`config.mk`:
```
export PLATFORM = sky130hd
export DESIGN_NAME = keepalive_supervisor
export DESIGN_NICKNAME = d
export VERILOG_FILES = /design/src/rtl/ka_pkg.sv /design/src/rtl/ka_decode.sv /design/src/rtl/ka_stale_counter.sv /design/src/rtl/ka_fx_holder.sv /design/src/rtl/keepalive_supervisor.sv
export SDC_FILE = /design/constraint.sdc
export NUM_CORES = 1
export LEC_CHECK = 0
export ABC_AREA = 1
export ABC_CLOCK_PERIOD_IN_PS = 2000
export CAP_MARGIN = 20
export CORE_ASPECT_RATIO = 0.5
export CORE_MARGIN = 1.5
export CORE_UTILIZATION = 36
export CTS_BUF_LIST = sky130_fd_sc_hd__clkbuf_4 sky130_fd_sc_hd__clkbuf_8
export DETAILED_ROUTE_END_ITERATION = 10
export GPL_TIMING_DRIVEN = 0
export PLACE_DENSITY_LB_ADDON = 0.12
export SKIP_CTS_REPAIR_TIMING = 1
export SLEW_MARGIN = 15
export SYNTH_ARGS = -nofsm -noshare
export SYNTH_HDL_FRONTEND = slang
export SYNTH_HIERARCHICAL = 1
export SYNTH_SLANG_ARGS = --single-unit
```
`constraint.sdc`:
```
create_clock -name clk -period 2 [get_ports clk]
set_input_delay 0.3 -clock clk [delete_from_list [all_inputs] [get_ports clk]]
set_output_delay 0.3 -clock clk [all_outputs]
set_load 0.01 [all_outputs]
```
`src/rtl/ka_pkg.sv`:
```
package ka_pkg;

    localparam int unsigned WORD_W = 36;

    typedef enum logic [1:0] {
        ACT_IDLE,
        ACT_RELOAD,
        ACT_WATCH
    } act_e;

    typedef struct packed {
        logic              en;
        logic [WORD_W-1:0] data;
        logic [WORD_W-1:0] mask;
    } wr_op_t;

    // Contiguous run of ones starting at bit lsb
    function automatic logic [WORD_W-1:0] field_mask(input int lsb, input int width);
        logic [WORD_W-1:0] m;
        m = '0;
        for (int i = 0; i < WORD_W; i++) begin
            if (i >= lsb && i < lsb + width) m[i] = 1'b1;
        end
        return m;
    endfunction

    function automatic logic [WORD_W-1:0] bit_mask(input int pos);
        return field_mask(pos, 1);
    endfunction

endpackage

```
`src/rtl/ka_decode.sv`:
```
module ka_decode
    import ka_pkg::*;
#(
    parameter int RLD_BIT = 31,
    parameter int ENA_BIT = 30
) (
    input  logic              tick_i,
    input  logic [WORD_W-1:0] word_i,
    output act_e              act_o
);
    // Reload request outranks the heartbeat check
    always_comb begin
        act_o = ACT_IDLE;
        if (tick_i) begin
            if (word_i[RLD_BIT])      act_o = ACT_RELOAD;
            else if (word_i[ENA_BIT]) act_o = ACT_WATCH;
        end
    end
endmodule

```
`src/rtl/ka_stale_counter.sv`:
```
module ka_stale_counter #(
    parameter int KA_W       = 8,
    parameter int FAIL_LIMIT = 15
) (
    input  logic            clk,
    input  logic            rst,
    input  logic            watch_i,
    input  logic [KA_W-1:0] kav_i,
    output logic            fail_o
);
    localparam int CNT_W = $clog2(FAIL_LIMIT + 1);

    logic [KA_W-1:0]  last_q;
    logic [CNT_W-1:0] cnt_q;
    logic             same;
    logic             at_lim;

    always_comb begin
        same   = (kav_i == last_q);
        at_lim = same && (cnt_q == CNT_W'(FAIL_LIMIT - 1));
        fail_o = watch_i && at_lim;
    end

    always_ff @(posedge clk) begin
        if (rst) begin
            last_q <= '0;
            cnt_q  <= '0;
        end else if (watch_i) begin
            if (!same) begin
                last_q <= kav_i;
                cnt_q  <= '0;
            end else if (at_lim) begin
                cnt_q  <= '0;
            end else begin
                cnt_q  <= cnt_q + 1'b1;
            end
        end
    end

    assert_cnt_below_limit_R7: assert property (@(posedge clk) disable iff (rst)
        32'(cnt_q) < FAIL_LIMIT)
        else $error("stale counter reached the limit");

    assert_fail_restarts_R7: assert property (@(posedge clk) disable iff (rst)
        fail_o |=> (cnt_q == '0))
        else $error("counter not restarted after failure");

    assert_change_restarts_R6: assert property (@(posedge clk) disable iff (rst)
        (watch_i && !same) |=> (cnt_q == '0 && last_q == $past(kav_i)))
        else $error("heartbeat change not captured");
endmodule

```
`src/rtl/ka_fx_holder.sv`:
```
module ka_fx_holder (
    input  logic clk,
    input  logic rst,
    input  logic raise_i,
    input  logic ack_i,
    output logic req_o
);
    // A new failure wins over an acknowledge in the same cycle
    always_ff @(posedge clk) begin
        if (rst)          req_o <= 1'b0;
        else if (raise_i) req_o <= 1'b1;
        else if (ack_i)   req_o <= 1'b0;
    end

    assert_fx_held_R8: assert property (@(posedge clk) disable iff (rst)
        (req_o && !ack_i) |=> req_o)
        else $error("request dropped without acknowledge");

    assert_ack_drops_R9: assert property (@(posedge clk) disable iff (rst)
        (req_o && ack_i && !raise_i) |=> !req_o)
        else $error("request survived acknowledge");

    assert_raise_sets_R9: assert property (@(posedge clk) disable iff (rst)
        raise_i |=> req_o)
        else $error("failure did not leave a request open");
endmodule

```
`src/rtl/keepalive_supervisor.sv`:
```
module keepalive_supervisor
    import ka_pkg::*;
#(
    parameter int                RLD_BIT    = 31,
    parameter int                ENA_BIT    = 30,
    parameter int                KA_LSB     = 8,
    parameter int                KA_W       = 8,
    parameter int                RSN_W      = 8,
    parameter int                FAIL_LIMIT = 15,
    parameter int                FX_ADDR_W  = 18,
    parameter logic [FX_ADDR_W-1:0] FX_ADDR = 18'o71,
    parameter logic [WORD_W-1:0] INIT_WORD  = 36'o0003740000000,
    parameter int                RSN_RELOAD = 2,
    parameter int                RSN_KAF    = 1
) (
    input  logic                 clk,
    input  logic                 rst,
    input  logic                 tick_i,
    input  logic [WORD_W-1:0]    stat_rd_i,
    input  logic                 boot_valid_i,
    input  logic                 fx_ack_i,
    output logic                 stat_wr_en_o,
    output logic [WORD_W-1:0]    stat_wr_data_o,
    output logic [WORD_W-1:0]    stat_wr_mask_o,
    output logic                 fx_req_o,
    output logic [FX_ADDR_W-1:0] fx_addr_o,
    output logic                 io_reset_o,
    output logic                 reload_start_o,
    output logic                 halt_o
);
    localparam logic [WORD_W-1:0] RSN_MASK = field_mask(0, RSN_W);
    localparam logic [WORD_W-1:0] RLD_CLR_MASK =
        bit_mask(RLD_BIT) | bit_mask(ENA_BIT) | field_mask(KA_LSB, KA_W) | RSN_MASK;

    act_e   act;
    logic   fail;
    logic   unused_rd;
    wr_op_t wr_q;

    assign unused_rd = ^stat_rd_i;

    ka_decode #(.RLD_BIT(RLD_BIT), .ENA_BIT(ENA_BIT)) u_decode (
        .tick_i (tick_i),
        .word_i (stat_rd_i),
        .act_o  (act)
    );

    ka_stale_counter #(.KA_W(KA_W), .FAIL_LIMIT(FAIL_LIMIT)) u_stale (
        .clk     (clk),
        .rst     (rst),
        .watch_i (act == ACT_WATCH),
        .kav_i   (stat_rd_i[KA_LSB +: KA_W]),
        .fail_o  (fail)
    );

    ka_fx_holder u_fx (
        .clk     (clk),
        .rst     (rst),
        .raise_i (fail),
        .ack_i   (fx_ack_i),
        .req_o   (fx_req_o)
    );

    always_ff @(posedge clk) begin
        if (rst) begin
            wr_q.en        <= 1'b1;
            wr_q.data      <= INIT_WORD;
            wr_q.mask      <= '1;
            io_reset_o     <= 1'b0;
            reload_start_o <= 1'b0;
            halt_o         <= 1'b0;
        end else begin
            wr_q.en        <= 1'b0;
            wr_q.data      <= '0;
            wr_q.mask      <= '0;
            io_reset_o     <= 1'b0;
            reload_start_o <= 1'b0;
            halt_o         <= 1'b0;
            case (act)
                ACT_RELOAD: begin
                    wr_q.en        <= 1'b1;
                    wr_q.mask      <= RLD_CLR_MASK;
                    wr_q.data      <= WORD_W'(RSN_RELOAD) & RSN_MASK;
                    io_reset_o     <= 1'b1;
                    reload_start_o <= boot_valid_i;
                    halt_o         <= !boot_valid_i;
                end
                ACT_WATCH: begin
                    if (fail) begin
                        wr_q.en   <= 1'b1;
                        wr_q.mask <= RSN_MASK;
                        wr_q.data <= WORD_W'(RSN_KAF) & RSN_MASK;
                    end
                end
                default: ;
            endcase
        end
    end

    assign stat_wr_en_o   = wr_q.en;
    assign stat_wr_data_o = wr_q.data;
    assign stat_wr_mask_o = wr_q.mask;
    assign fx_addr_o      = FX_ADDR;

    assert_io_after_tick_R4: assert property (@(posedge clk) disable iff (rst)
        io_reset_o |-> $past(tick_i))
        else $error("I/O reset without a tick");

    assert_reload_or_halt_R4: assert property (@(posedge clk) disable iff (rst)
        io_reset_o |-> (reload_start_o || halt_o))
        else $error("I/O reset without reload or halt");

    assert_halt_excl_R5: assert property (@(posedge clk) disable iff (rst)
        reload_start_o |-> !halt_o)
        else $error("reload and halt together");

    assert_quiet_no_tick_R11: assert property (@(posedge clk) disable iff (rst)
        !tick_i |=> (!stat_wr_en_o && !io_reset_o))
        else $error("activity without a tick");
endmodule

```
Word level (Yosys, flattened, before mapping)
Index checks and enable logic that the tools add are counted.
{"block": "totals", "elab_cells": 32, "regBits": 89}
{"block": "op_classes", "addsub": 1, "eq_ne": 4, "bitwise_logic": 2, "reduce_logical": 6, "mux": 10}
{"op": "$pmux W73 S2", "n": 1}
{"op": "$mux W73", "n": 1}
{"op": "$eq A8 B8 Y1", "n": 1}
{"op": "$mux W4", "n": 2}
{"op": "$mux W2", "n": 3}
{"op": "$add A4 B1 Y4 const B", "n": 1}
{"op": "$eq A4 B4 Y1 const B", "n": 1}
{"op": "$mux W1", "n": 3}
{"op": "$eq A2 B1 Y1 const B", "n": 1}
{"op": "$eq A2 B2 Y1 const B", "n": 1}
{"op": "$logic_and A1 B1 Y1", "n": 2}
{"op": "$not A1 Y1", "n": 2}
{"op": "$reduce_and A2 Y1", "n": 1}
{"op": "$reduce_bool A2 Y1", "n": 1}
{"op": "$reduce_or A2 Y1", "n": 1}
{"op": "$logic_not A1 Y1", "n": 1}

Logic depth before layout (Yosys ltp)
Gate-level depths: netlist of run 1.
{"block": "logic_depth", "ltp_word": 7, "depth_mapped": 12, "ltp_nobuf": 11}

Hierarchy
The synthesis of run 1 kept the hierarchy.
{"module": "keepalive_supervisor", "cells_per_inst": 115, "seq_area_each_um2": 140.1, "area_per_inst_um2": 910.9, "instances": 1}
{"module": "ka_stale_counter", "cells_per_inst": 100, "seq_area_each_um2": 240.2, "area_per_inst_um2": 683.2, "instances": 1}
{"module": "ka_fx_holder", "cells_per_inst": 5, "seq_area_each_um2": 20.0, "area_per_inst_um2": 40.0, "instances": 1}
{"module": "ka_decode", "cells_per_inst": 4, "seq_area_each_um2": 0.0, "area_per_inst_um2": 17.5, "instances": 1}

Worst setup path after synthesis of run 1
Ideal clock, no wire load.
{"block": "synth_timing", "kind": "register -> register", "startpoint": "register u_stale.last_q[4]", "endpoint": "register wr_q, in the netlist stat_wr_mask_o[7]", "t_arrival_ps": 1177, "t_required_ps": 1942, "path_buffers": 1, "stages_incl_launch_ff": 11, "slack_ps": 765, "setup_ps": 58, "cell_sequence": "dfxtp_1 xnor2_1 nand2_1 nor2_2 nand2_4 buf_6 nor2_1 nand2_1 nand2_1 nand2_1 nand2_1"}
{"block": "synth_via", "elab_chain_len": 5}
{"item": "start, declared", "line": "ka_stale_counter.sv:13", "source": "logic [KA_W-1:0] last_q;"}
{"item": "start signal, assigned", "line": "ka_stale_counter.sv:30", "source": "last_q <= kav_i;"}
{"item": "$eq A8 B8 Y1", "line": "ka_stale_counter.sv:19", "source": "same = (kav_i == last_q);"}
{"item": "$logic_and A1 B1 Y1", "line": "ka_stale_counter.sv:20", "source": "at_lim = same && (cnt_q == CNT_W'(FAIL_LIMIT - 1));"}
{"item": "$logic_and A1 B1 Y1", "line": "ka_stale_counter.sv:21", "source": "fail_o = watch_i && at_lim;"}
{"item": "named net fail", "line": "keepalive_supervisor.sv:36", "source": "logic fail;"}
{"item": "$mux W73", "line": "keepalive_supervisor.sv:89", "source": "if (fail) begin"}
{"item": "$pmux W73 S2", "line": "keepalive_supervisor.sv:79", "source": "case (act)"}
{"item": "end, declared", "line": "keepalive_supervisor.sv:38", "source": "wr_op_t wr_q;"}
The timed path passes the listed nets, and every way through them passes these cells.
A chain may end at the register's enable or synchronous reset.

==> impl_results.md, run 1 <==
* Outcome: complete, but fails checks
* Failing checks: DRC
* Synthesized area per cell at 7.37 um^2
* Sequential fraction of the synthesis area at 0.242
* Ys async rst share at 0
* Critical path endpoint category: output pin
* Worst clock skew at 0.771 ps
* RSZ-0062 raised after global routing: false
* Finished Core Util at 0.585
* CTS H-tree depth at 1
* Share of layout cells above drive strength 1 at 0.307
* CTS Buf Count at 3
* All-Layer GR Usage at 0.122
* Horiz. Die Dim at 98.8 um
* Drt initial violations at 63
* # IOs at roughly 140
* Setup_tns at 0 ps
* Unique masters post-synth at 23
* CTS tree: yes
* Num rows at 17
* Detailed-route via count at 1434
* Die Height at 50.9 um
* Startpoint Class: flop
* Reg clk slew, reported paths at 70 ps
* TritonRoute pass-1 iters at 7
* MaxCap Viol Count at 0
* Clk root buf: clkbuf_8
* Post-synth EDFFs at 0
* Peak Freq at 545 MHz
* Final Max Slew Viols at 0
* Vias in the first global route at 1175
* DRC violations left at 9
* Yosys reg bits at 20
* Input/output buffers at 63
* GRT overflow at 0
* Routability cong. at roughly 0.76
* DP Wirelength at 2610 um
* YS warnings at 6
* Critical path class: reg2out
* Final wirelength at roughly 3200 um
* Antenna viol nets, final at 0
* Hold Crit Start: u_fx/req_o$_SDFFE_PP0P_
* Post-Synthesis Cell Area at between 0.0015 and 0.002 mm^2
* Critical Path RT at roughly 1700 ps
* Clock Path Buffers at 2
* Area growth from synthesis to layout at 55.9%
* Via-to-Cell Ratio at about 3.7
* Min-delay worst type: reg2reg
* Leak at 1.34 nW
* Cells after Synth at 224
* Power density cells at about 450 mW/mm^2
* Sink Count at 20
* Fin. Hold Viols at 0
* ANT cells at 0
* Peak VDD IR at 0.366 mV
* Top FF cell, synth: dfxtp_1
* Arrival @ worst endpoint at 1530 ps
* Tcrit/Tclk final at 0.917
* Die area at 0.00503 mm^2
* Critical Path Start: stat_wr_mask_o[34]$_SDFF_PP1_
* Antenna violations before repair at 0
* Clock Latency Late Sink at 250 ps
* FF-to-FF Start: u_stale/last_q[2]$_SDFFE_PP0P_
* Initial cell density of the core at 0.375
* Pin count of the biggest net entering global routing at 25
* Tmin final at 1830 ps
* Core Region at 0.00440 mm^2
* Routed len/inst at 8.12 um
* Max Fanout on Critical Path at 24
* First-pass GRT wire length at 5110 um
* Final setup violation count at 0
* Net count, final at 383
-- stage by stage --
step	instance area [um^2]	setup slack (ps)	power, mW	hold slack, ps	std cells
after floorplan	1820	765	0.698	328	268
after global placement	2520	152	0.849	461	388
after detailed placement	2520	94.3	0.854	470	388
after CTS	2570	-124	1.16	481	392
after global routing	2570	82.7	1.21	488	392
final	2570	165	1.15	477	392
-- placed cells by master, fill, tap and decap left out, drive strengths merged --
master	count
buf	90
clkdlybuf4s50	63
conb	46
nand2	33
inv	23
dfxtp	20
nor2	18
a21oi	9
nand3	9
ha	6
xnor2	6
clkbuf	4
nand4	2
xor2	2
nor3	1
and3	1
clkinv	1
o21ai	1
-- worst max-delay path, stage by stage, from the launching register on --
cell and delay [ps]:
dfxtp_2 570, buf_4 180, clkdlybuf4s50_1 540
-- report_power, final --
part           switching [mW]  total (mW)  internal [mW]
Clock                   0.129       0.304          0.175
Combinational           0.161       0.413          0.252
Sequential             0.0194       0.432          0.413
-- flip-flops by register name, summed over array words and instances, names as in the netlist --
signal and cells:
halt_o 1, reload_start_o 1, stat_wr_data_o 2, stat_wr_mask_o 3, u_fx/req_o 1, u_stale/cnt_q 4, u_stale/last_q 8
-- path summary, 6_finish.rpt --
check             cells past startpoint                           end  slack, ps
hold reg to reg                       2       u_fx/req_o$_SDFFE_PP0P_        480
hold / removal                        2       u_fx/req_o$_SDFFE_PP0P_        480
setup reg to reg                     10  stat_wr_mask_o[7]$_SDFF_PP1_        590
setup / recovery                      2            stat_wr_mask_o[35]        170
-- logic make-up after synthesis --
group / Yosys count / synth area share
DFF: 20 / 0.242
and+or+nand+nor: 64 / 0.170
xor gates and xnor gates: 8 / 0.0424
adders and majority gates: 6 / 0.0455
other: 2 / 0.00455
buffers and inverters: 114 / 0.463
AOI/OAI and AO/OA: 10 / 0.0326
-- synthesized netlist by cell type, types with 3 or more instances --
cell | count | share of area
xnor2_1 | 6 | 0.032
nor2_1 | 15 | 0.034
dfxtp_1 | 20 | 0.24
nand3_1 | 8 | 0.024
nor2_2 | 3 | 0.011
inv_1 | 21 | 0.048
a21oi_1 | 8 | 0.024
buf_4 | 87 | 0.40
nand2_1 | 32 | 0.073
ha_1 | 6 | 0.045
-- layer usage --
metal / global-route usage / part of all wire / vias up
met4: 0.0214 / 0.0044 / 0
met2: 0.231 / 0.50 / 60
li1: - / - / 761
met5: 0 / 0 / -
met1: 0.141 / 0.40 / 611
met3: 0.0342 / 0.093 / 2
-- area by class of cell --
class	count	area [um^2]
fill	403	1830
buffer	90	674
multi-input combinational	134	652
timing repair buffer	63	631
sequential	20	402
inverter	24	90.1
tap	57	71.3
clock buffer	4	55.1
No activity file was read; power rests on OpenSTA's default activity.
==> inputs of run 2 (changes only) <==
==> constraint.sdc (replaced) <==
create_clock -name clk -period 2 [get_ports clk]
set_input_delay 0.3 -clock clk [delete_from_list [all_inputs] [get_ports clk]]
set_output_delay 0.3 -clock clk [all_outputs]
set_load 0.05 [all_outputs]
==> run 2 against run 1 <==
  * The run still ends with DRC left
  * Clock skew hardly changed
  * Register-to-register slack hardly changed
  * Sequential share of layout area is 0.58 points lower
  * Setup slack worse by 82 ps
  * Die area stayed put
==> impl_results.md, run 2 (same netlist as run 1, synthesis figures left out) <==
* # IOs at 136 (unchanged)
* Share of layout cells above drive strength 1 at 0.310 (was 0.307)
* Clk root buf: clkbuf_8 (unchanged)
* Cell chain of the critical path: clkdlybuf4s50_1 (was buf_4 > clkdlybuf4s50_1)
* Min-delay worst type: reg2reg (unchanged)
* Final setup violation count at 0 (unchanged)
* Failing checks: DRC (unchanged)
* Power density cells at 546 mW/mm^2 (was 446 mW/mm^2)
* Clock Latency Late Sink at 250 ps (about the same)
* Setup ws final at 83.1 ps (was 165 ps)
* Hold Crit Start: u_fx/req_o$_SDFFE_PP0P_ (unchanged)
* Max Fanout on Critical Path at 9 (was 24)
* Pint at 838 uW (was 840 uW)
* Input/output buffers at 63 (unchanged)
* Placed Cells at 388 (unchanged)
* CP max stage cell: clkdlybuf4s50_1 (was dfxtp_2)
* Die area at 0.00503 mm^2 (unchanged)
* Outcome: complete, but fails checks (unchanged)
* FF-to-FF Start: u_stale/last_q[2]$_SDFFE_PP0P_ (unchanged)
* Startpoint Class: flop (unchanged)
* ANT cells at 0 (unchanged)
* Worst path top cell family by delay: buffers and inverters (unchanged)
* Leak at 1.69 nW (was 1.34 nW)
* Worst Max-Slew Pin Slew at 533 ps
* GRT overflow at 0 (unchanged)
* Area growth from synthesis to layout at 62.0% (was 55.9%)
* DP Wirelength at 2610 um (unchanged)
* Vias in the first global route at 1175 (unchanged)
* Critical Path Start: stat_wr_mask_o[7]$_SDFF_PP1_ (was stat_wr_mask_o[34]$_SDFF_PP1_)
* Net count, final at 383 (unchanged)
* Final Non-Filler Cells at 392 (unchanged)
* RSZ-0062 raised after global routing: false (unchanged)
* Arrival @ worst endpoint at 1620 ps (was 1530 ps)
* Antenna viol nets, final at 0 (unchanged)
* Commonest non-fill, non-tap cell in the layout: buf_4 (unchanged)
* CP Depth at 1 (was 2)
* Critical path class: reg2out (unchanged)
* Critical Path RT at 1700 ps (about the same)
* TritonRoute pass-1 iters at 7 (unchanged)
* DRC violations left at 9 (unchanged)
* Setup_tns at 0 ps (unchanged)
* Horiz. Die Dim at 98.8 um (unchanged)
* CTS Buf Count at 3 (unchanged)
* Combinational share of power at 0.496 (was 0.359)
* Worst R2R Path Depth at 10 (unchanged)
* Pin count of the biggest net entering global routing at 25 (unchanged)
* First-pass GRT wire length at 5110 um (unchanged)
* Pwr Total at 1.46 mW (was 1.15 mW)
* Peak Freq at 522 MHz (was 545 MHz)
* Sink Count at 20 (unchanged)
* WHS Path Cells at 2 (unchanged)
* Drt initial violations at 55 (was 63)
* Tcrit/Tclk final at 0.958 (was 0.917)
* Switching Share at 0.427 (was 0.269)
* Worst slew margin at 0.644
* Final Max Slew Viols at 0 (unchanged)
* Antenna violations before repair at 0 (unchanged)
* Initial cell density of the core at 0.375 (unchanged)
* Largest Register: u_stale/last_q (unchanged)
* Largest register FFs at 8 (unchanged)
* Clock Path Buffers at 2 (unchanged)
* CTS H-tree depth at 1 (unchanged)
* Most frequent cells in the layout: 88 x buf_4, 46 x conb_1, 41 x dlymetal6s2s_1 (was 87 x buf_4, 63 x clkdlybuf4s50_1, 46 x conb_1)
* Routed len/inst at 8.64 um (was 8.12 um)
* Core Region at 0.00440 mm^2 (unchanged)
* Detailed-route via count at 1445 (was 1434)
* Reg clk slew, reported paths at 70 ps (about the same)
* CTS tree: yes (unchanged)
* All-Layer GR Usage at 0.122 (unchanged)
* Worst clock skew at 0.690 ps (was 0.771 ps)
* WP buf/inv at 1 (was 2)
* Peak VDD IR at 0.383 mV (was 0.366 mV)
* Routability cong. at 0.762 (unchanged)
* Switching power total at 624 uW (was 309 uW)
* MaxCap Viol Count at 0 (unchanged)
* Tmin final at 1920 ps (was 1830 ps)
* Final wirelength at 3390 um (was 3180 um)
* Sequential share of power at 0.296 (was 0.376)
* Num rows at 17 (unchanged)
* Fin. Hold Viols at 0 (unchanged)
* Die Height at 50.9 um (unchanged)
* Critical path endpoint category: output pin (unchanged)
* Slowest stage delay, CP at 870 ps (was 570 ps)
* Placement Setup Slack at -107 ps (was 94.3 ps)
* Via-to-Cell Ratio at 3.69 (was 3.66)
* Clock Power Share at 0.208 (was 0.264)
[run 2: cell count changes in the layout (fill, tap and decap cells not counted), sizes merged]
cell           before  now
dlymetal6s2s        0   41
clkdlybuf4s50      63   21
buf                90   91
[run 2: stage by stage]
stage | util | area [um^2] | hold WS (ps)
6_report | 0.608 | 2680 | 479
5_1_grt | 0.608 | 2680 | 488
4_1_cts | 0.585 | 2570 | 481
3_5_place_dp | 0.572 | 2520 | 470
3_3_place_gp | 0.572 | 2520 | 461
2_1_floorplan | - | 1820 | 328
[run 2: cell type report]
| class | count | area (um^2) |
|---|---|---|
| fillers | 387 | 1730 |
| repair buffers | 63 | 731 |
| plain buffers | 90 | 674 |
| multi-input cells | 134 | 652 |
| flip-flops and latches | 20 | 402 |
| inverters | 24 | 90.1 |
| well taps | 57 | 71.3 |
| clock buffers | 4 | 55.1 |
[run 2: final timing paths]
check	end	slack, ps
worst min register to register	u_fx/req_o$_SDFFE_PP0P_	480
worst min-delay path	u_fx/req_o$_SDFFE_PP0P_	480
worst max register to register	stat_wr_mask_o[7]$_SDFF_PP1_	580
worst max-delay path	stat_wr_en_o	80
[run 2: worst min-delay path: stages (launching register included)]
cell     delay, ps
dfxtp_1        310
nand2_1         80
a21oi_2         50
[run 2: routing by layer]
layer / GRT usage / vias to the layer above / wire (um)
met5: 0 / - / 0
met4: 0.0214 / 0 / 0
met3: 0.0342 / 0 / 306
met2: 0.231 / 60 / 1760
met1: 0.141 / 624 / 1320
li1: - / 761 / -
[run 2: power by group through the flow]
stage               Combinational, mW  Sequential, mW  Clock, mW
detailed placement              0.730           0.442          0
floorplan                       0.562           0.458          0
finish                          0.726           0.432      0.304
CTS                             0.731           0.433      0.310
global route                    0.759           0.436      0.331
global placement                0.726           0.441          0
==> inputs of run 3 (changes only) <==
--- a/config.mk
+++ b/config.mk
@@ -14,7 +14,7 @@
 export CTS_BUF_LIST = sky130_fd_sc_hd__clkbuf_4 sky130_fd_sc_hd__clkbuf_8
 export DETAILED_ROUTE_END_ITERATION = 10
 export GPL_TIMING_DRIVEN = 0
-export PLACE_DENSITY_LB_ADDON = 0.12
+export PLACE_DENSITY = 0.88
 export SKIP_CTS_REPAIR_TIMING = 1
 export SLEW_MARGIN = 15
 export SYNTH_ARGS = -nofsm -noshare
==> run 3 against run 2 <==
  * The flow still finishes with violations (DRC)
  * Non-clock buffer count is the same
  * Register-to-register slack gained 20 ps
  * Clock skew is essentially flat
  * Maximum frequency shrank 2.6%
  * Largest power group unchanged
  * Critical endpoint unchanged
==> impl_results.md, run 3 (same netlist as run 1, synthesis figures left out) <==
* Critical path endpoint category: output pin (unchanged)
* Input/output buffers at 63 (unchanged)
* Critical path class: reg2out (unchanged)
* TritonRoute pass-1 iters at 9 (was 7)
* Share of layout cells above drive strength 1 at 0.307 (was 0.310)
* Max Fanout on Critical Path at 9 (unchanged)
* Hold Crit Start: u_fx/req_o$_SDFFE_PP0P_ (unchanged)
* Most frequent cells in the layout: 87 x buf_4, 46 x conb_1, 42 x dlymetal6s2s_1 (was 88 x buf_4, 46 x conb_1, 41 x dlymetal6s2s_1)
* Leak at 1.70 nW (was 1.69 nW)
* CTS tree: yes (unchanged)
* Worst clock skew at 1.08 ps (was 0.690 ps)
* Sink of the worst hold path: u_fx/req_o$_SDFFE_PP0P_ (unchanged)
* Antenna violations before repair at 0 (unchanged)
* WP buf/inv at 1 (unchanged)
* Final Instance Area at 0.00268 mm^2 (about the same)
* Final Max Slew Viols at 0 (unchanged)
* Detailed-route via count at 1468 (was 1445)
* Clock Path Buffers at 2 (unchanged)
* First-pass GRT wire length at 5570 um (was 5110 um)
* Slowest stage delay, CP at 880 ps (was 870 ps)
* Pin count of the biggest net entering global routing at 25 (unchanged)
* Worst R2R Path Depth at 11 (was 10)
* Commonest non-fill, non-tap cell in the layout: buf_4 (unchanged)
* Via-to-Cell Ratio at 3.74 (was 3.69)
* Die area at 0.00503 mm^2 (unchanged)
* Routability cong. at 0.839 (was 0.762)
* Net count, final at 383 (unchanged)
* FF-to-FF End: stat_wr_mask_o[7]$_SDFF_PP1_ (unchanged)
* Min-delay worst type: reg2reg (unchanged)
* Critical Path RT at 1700 ps (about the same)
* All-Layer GR Usage at 0.137 (was 0.122)
* Peak VDD IR at 0.415 mV (was 0.383 mV)
* Power density cells at 550 mW/mm^2 (was 546 mW/mm^2)
* Tmin final at 1970 ps (was 1920 ps)
* ANT cells at 0 (unchanged)
* Horiz. Die Dim at 98.8 um (unchanged)
* GRT overflow at 0 (unchanged)
* CTS Buf Count at 3 (unchanged)
* Largest register FFs at 8 (unchanged)
* Worst path top cell family by delay: buffers and inverters (unchanged)
* Area growth from synthesis to layout at 62.3% (was 62.0%)
* CP max stage cell: clkdlybuf4s50_1 (unchanged)
* Routed len/inst at 10.0 um (was 8.64 um)
* WHS Path Cells at 2 (unchanged)
* Antenna viol nets, final at 0 (unchanged)
* Fin. Hold Viols at 0 (unchanged)
* Final setup violation count at 0 (unchanged)
* Num rows at 17 (unchanged)
* Startpoint Class: flop (unchanged)
* Tcrit/Tclk final at 0.984 (was 0.958)
* Largest Register: u_stale/last_q (unchanged)
* Final wirelength at 3920 um (was 3390 um)
* Vias in the first global route at 1288 (was 1175)
* Die Height at 50.9 um (unchanged)
* Clk root buf: clkbuf_8 (unchanged)
* Fillers at 360 (was 387)
* DP Wirelength at 2950 um (was 2610 um)
* MaxCap Viol Count at 0 (unchanged)
* Flop2flop setup slack at 600 ps (was 580 ps)
* Peak Freq at 508 MHz (was 522 MHz)
* Worst slew margin at 0.641 (was 0.644)
* Sink Count at 20 (unchanged)
* Worst Max-Slew Pin Slew at 538 ps (was 533 ps)
* Reg clk slew, reported paths at 70 ps (about the same)
* Clock Latency Late Sink at 260 ps (was 250 ps)
* Failing checks: DRC (unchanged)
* Drt initial violations at 94 (was 55)
* CTS H-tree depth at 1 (unchanged)
* Initial cell density of the core at 0.375 (unchanged)
* Arrival @ worst endpoint at 1670 ps (was 1620 ps)
* # IOs at 136 (unchanged)
* FF-to-FF Start: u_stale/last_q[1]$_SDFFE_PP0P_ (was u_stale/last_q[2]$_SDFFE_PP0P_)
* Core Region at 0.00440 mm^2 (unchanged)
* Pwr Total at 1.47 mW (was 1.46 mW)
* Cell chain of the critical path: clkdlybuf4s50_1 (unchanged)
* DRC violations left at 6 (was 9)
* Placed instance area at 0.00252 mm^2 (unchanged)
* Outcome: complete, but fails checks (unchanged)
==> run 3: layer usage <==
layer	GRT usage	wire length [um]	part of all wire
met5	0	0	0
met4	0.0357	39	0.0099
met3	0.0301	151	0.039
met2	0.308	2390	0.61
met1	0.123	1340	0.34
==> run 3: power breakdown <==
| group | total [mW] | switching, mW | leakage (nW) | internal (mW) |
|---|---|---|---|---|
| Combinational | 0.733 | 0.482 | 1.51 | 0.251 |
| Clock | 0.306 | 0.131 | 0.0288 | 0.175 |
| Sequential | 0.435 | 0.0221 | 0.163 | 0.413 |
==> run 3: metrics by stage <==
step,utilization,std cells,hold slack (ps),setup WS (ps),TNS (ps)
floorplan,-,268,328,398,0
global placement,0.572,388,473,-95.9,-2030
detailed placement,0.572,388,481,-130,-2840
CTS,0.585,392,478,-409,-10210
global route,0.609,392,507,-17.7,-17.7
finish,0.609,392,475,31.6,0
==> run 3: worst max-delay path by stage <==
stage	end	slack (ps)	start	cells after the start
floorplan	stat_wr_data_o[24]	400	stat_wr_mask_o[34]$_SDFF_PP1_	1
global placement	stat_wr_data_o[26]	-100	stat_wr_mask_o[34]$_SDFF_PP1_	2
detailed placement	stat_wr_data_o[28]	-130	stat_wr_mask_o[34]$_SDFF_PP1_	2
CTS	stat_wr_data_o[28]	-410	stat_wr_mask_o[34]$_SDFF_PP1_	2
global route	stat_wr_en_o	-20	stat_wr_mask_o[7]$_SDFF_PP1_	1
finish	stat_wr_en_o	30	stat_wr_mask_o[7]$_SDFF_PP1_	1
==> run 3: cell type report <==
class,count,area (um^2),share of cell area
multi-input cells,134,652,0.243
repair buffers,63,736,0.275
inverters,24,90.1,0.0336
well taps,57,71.3,0.0266
plain buffers,90,674,0.252
flip-flops and latches,20,402,0.150
clock buffers,4,55.1,0.0205
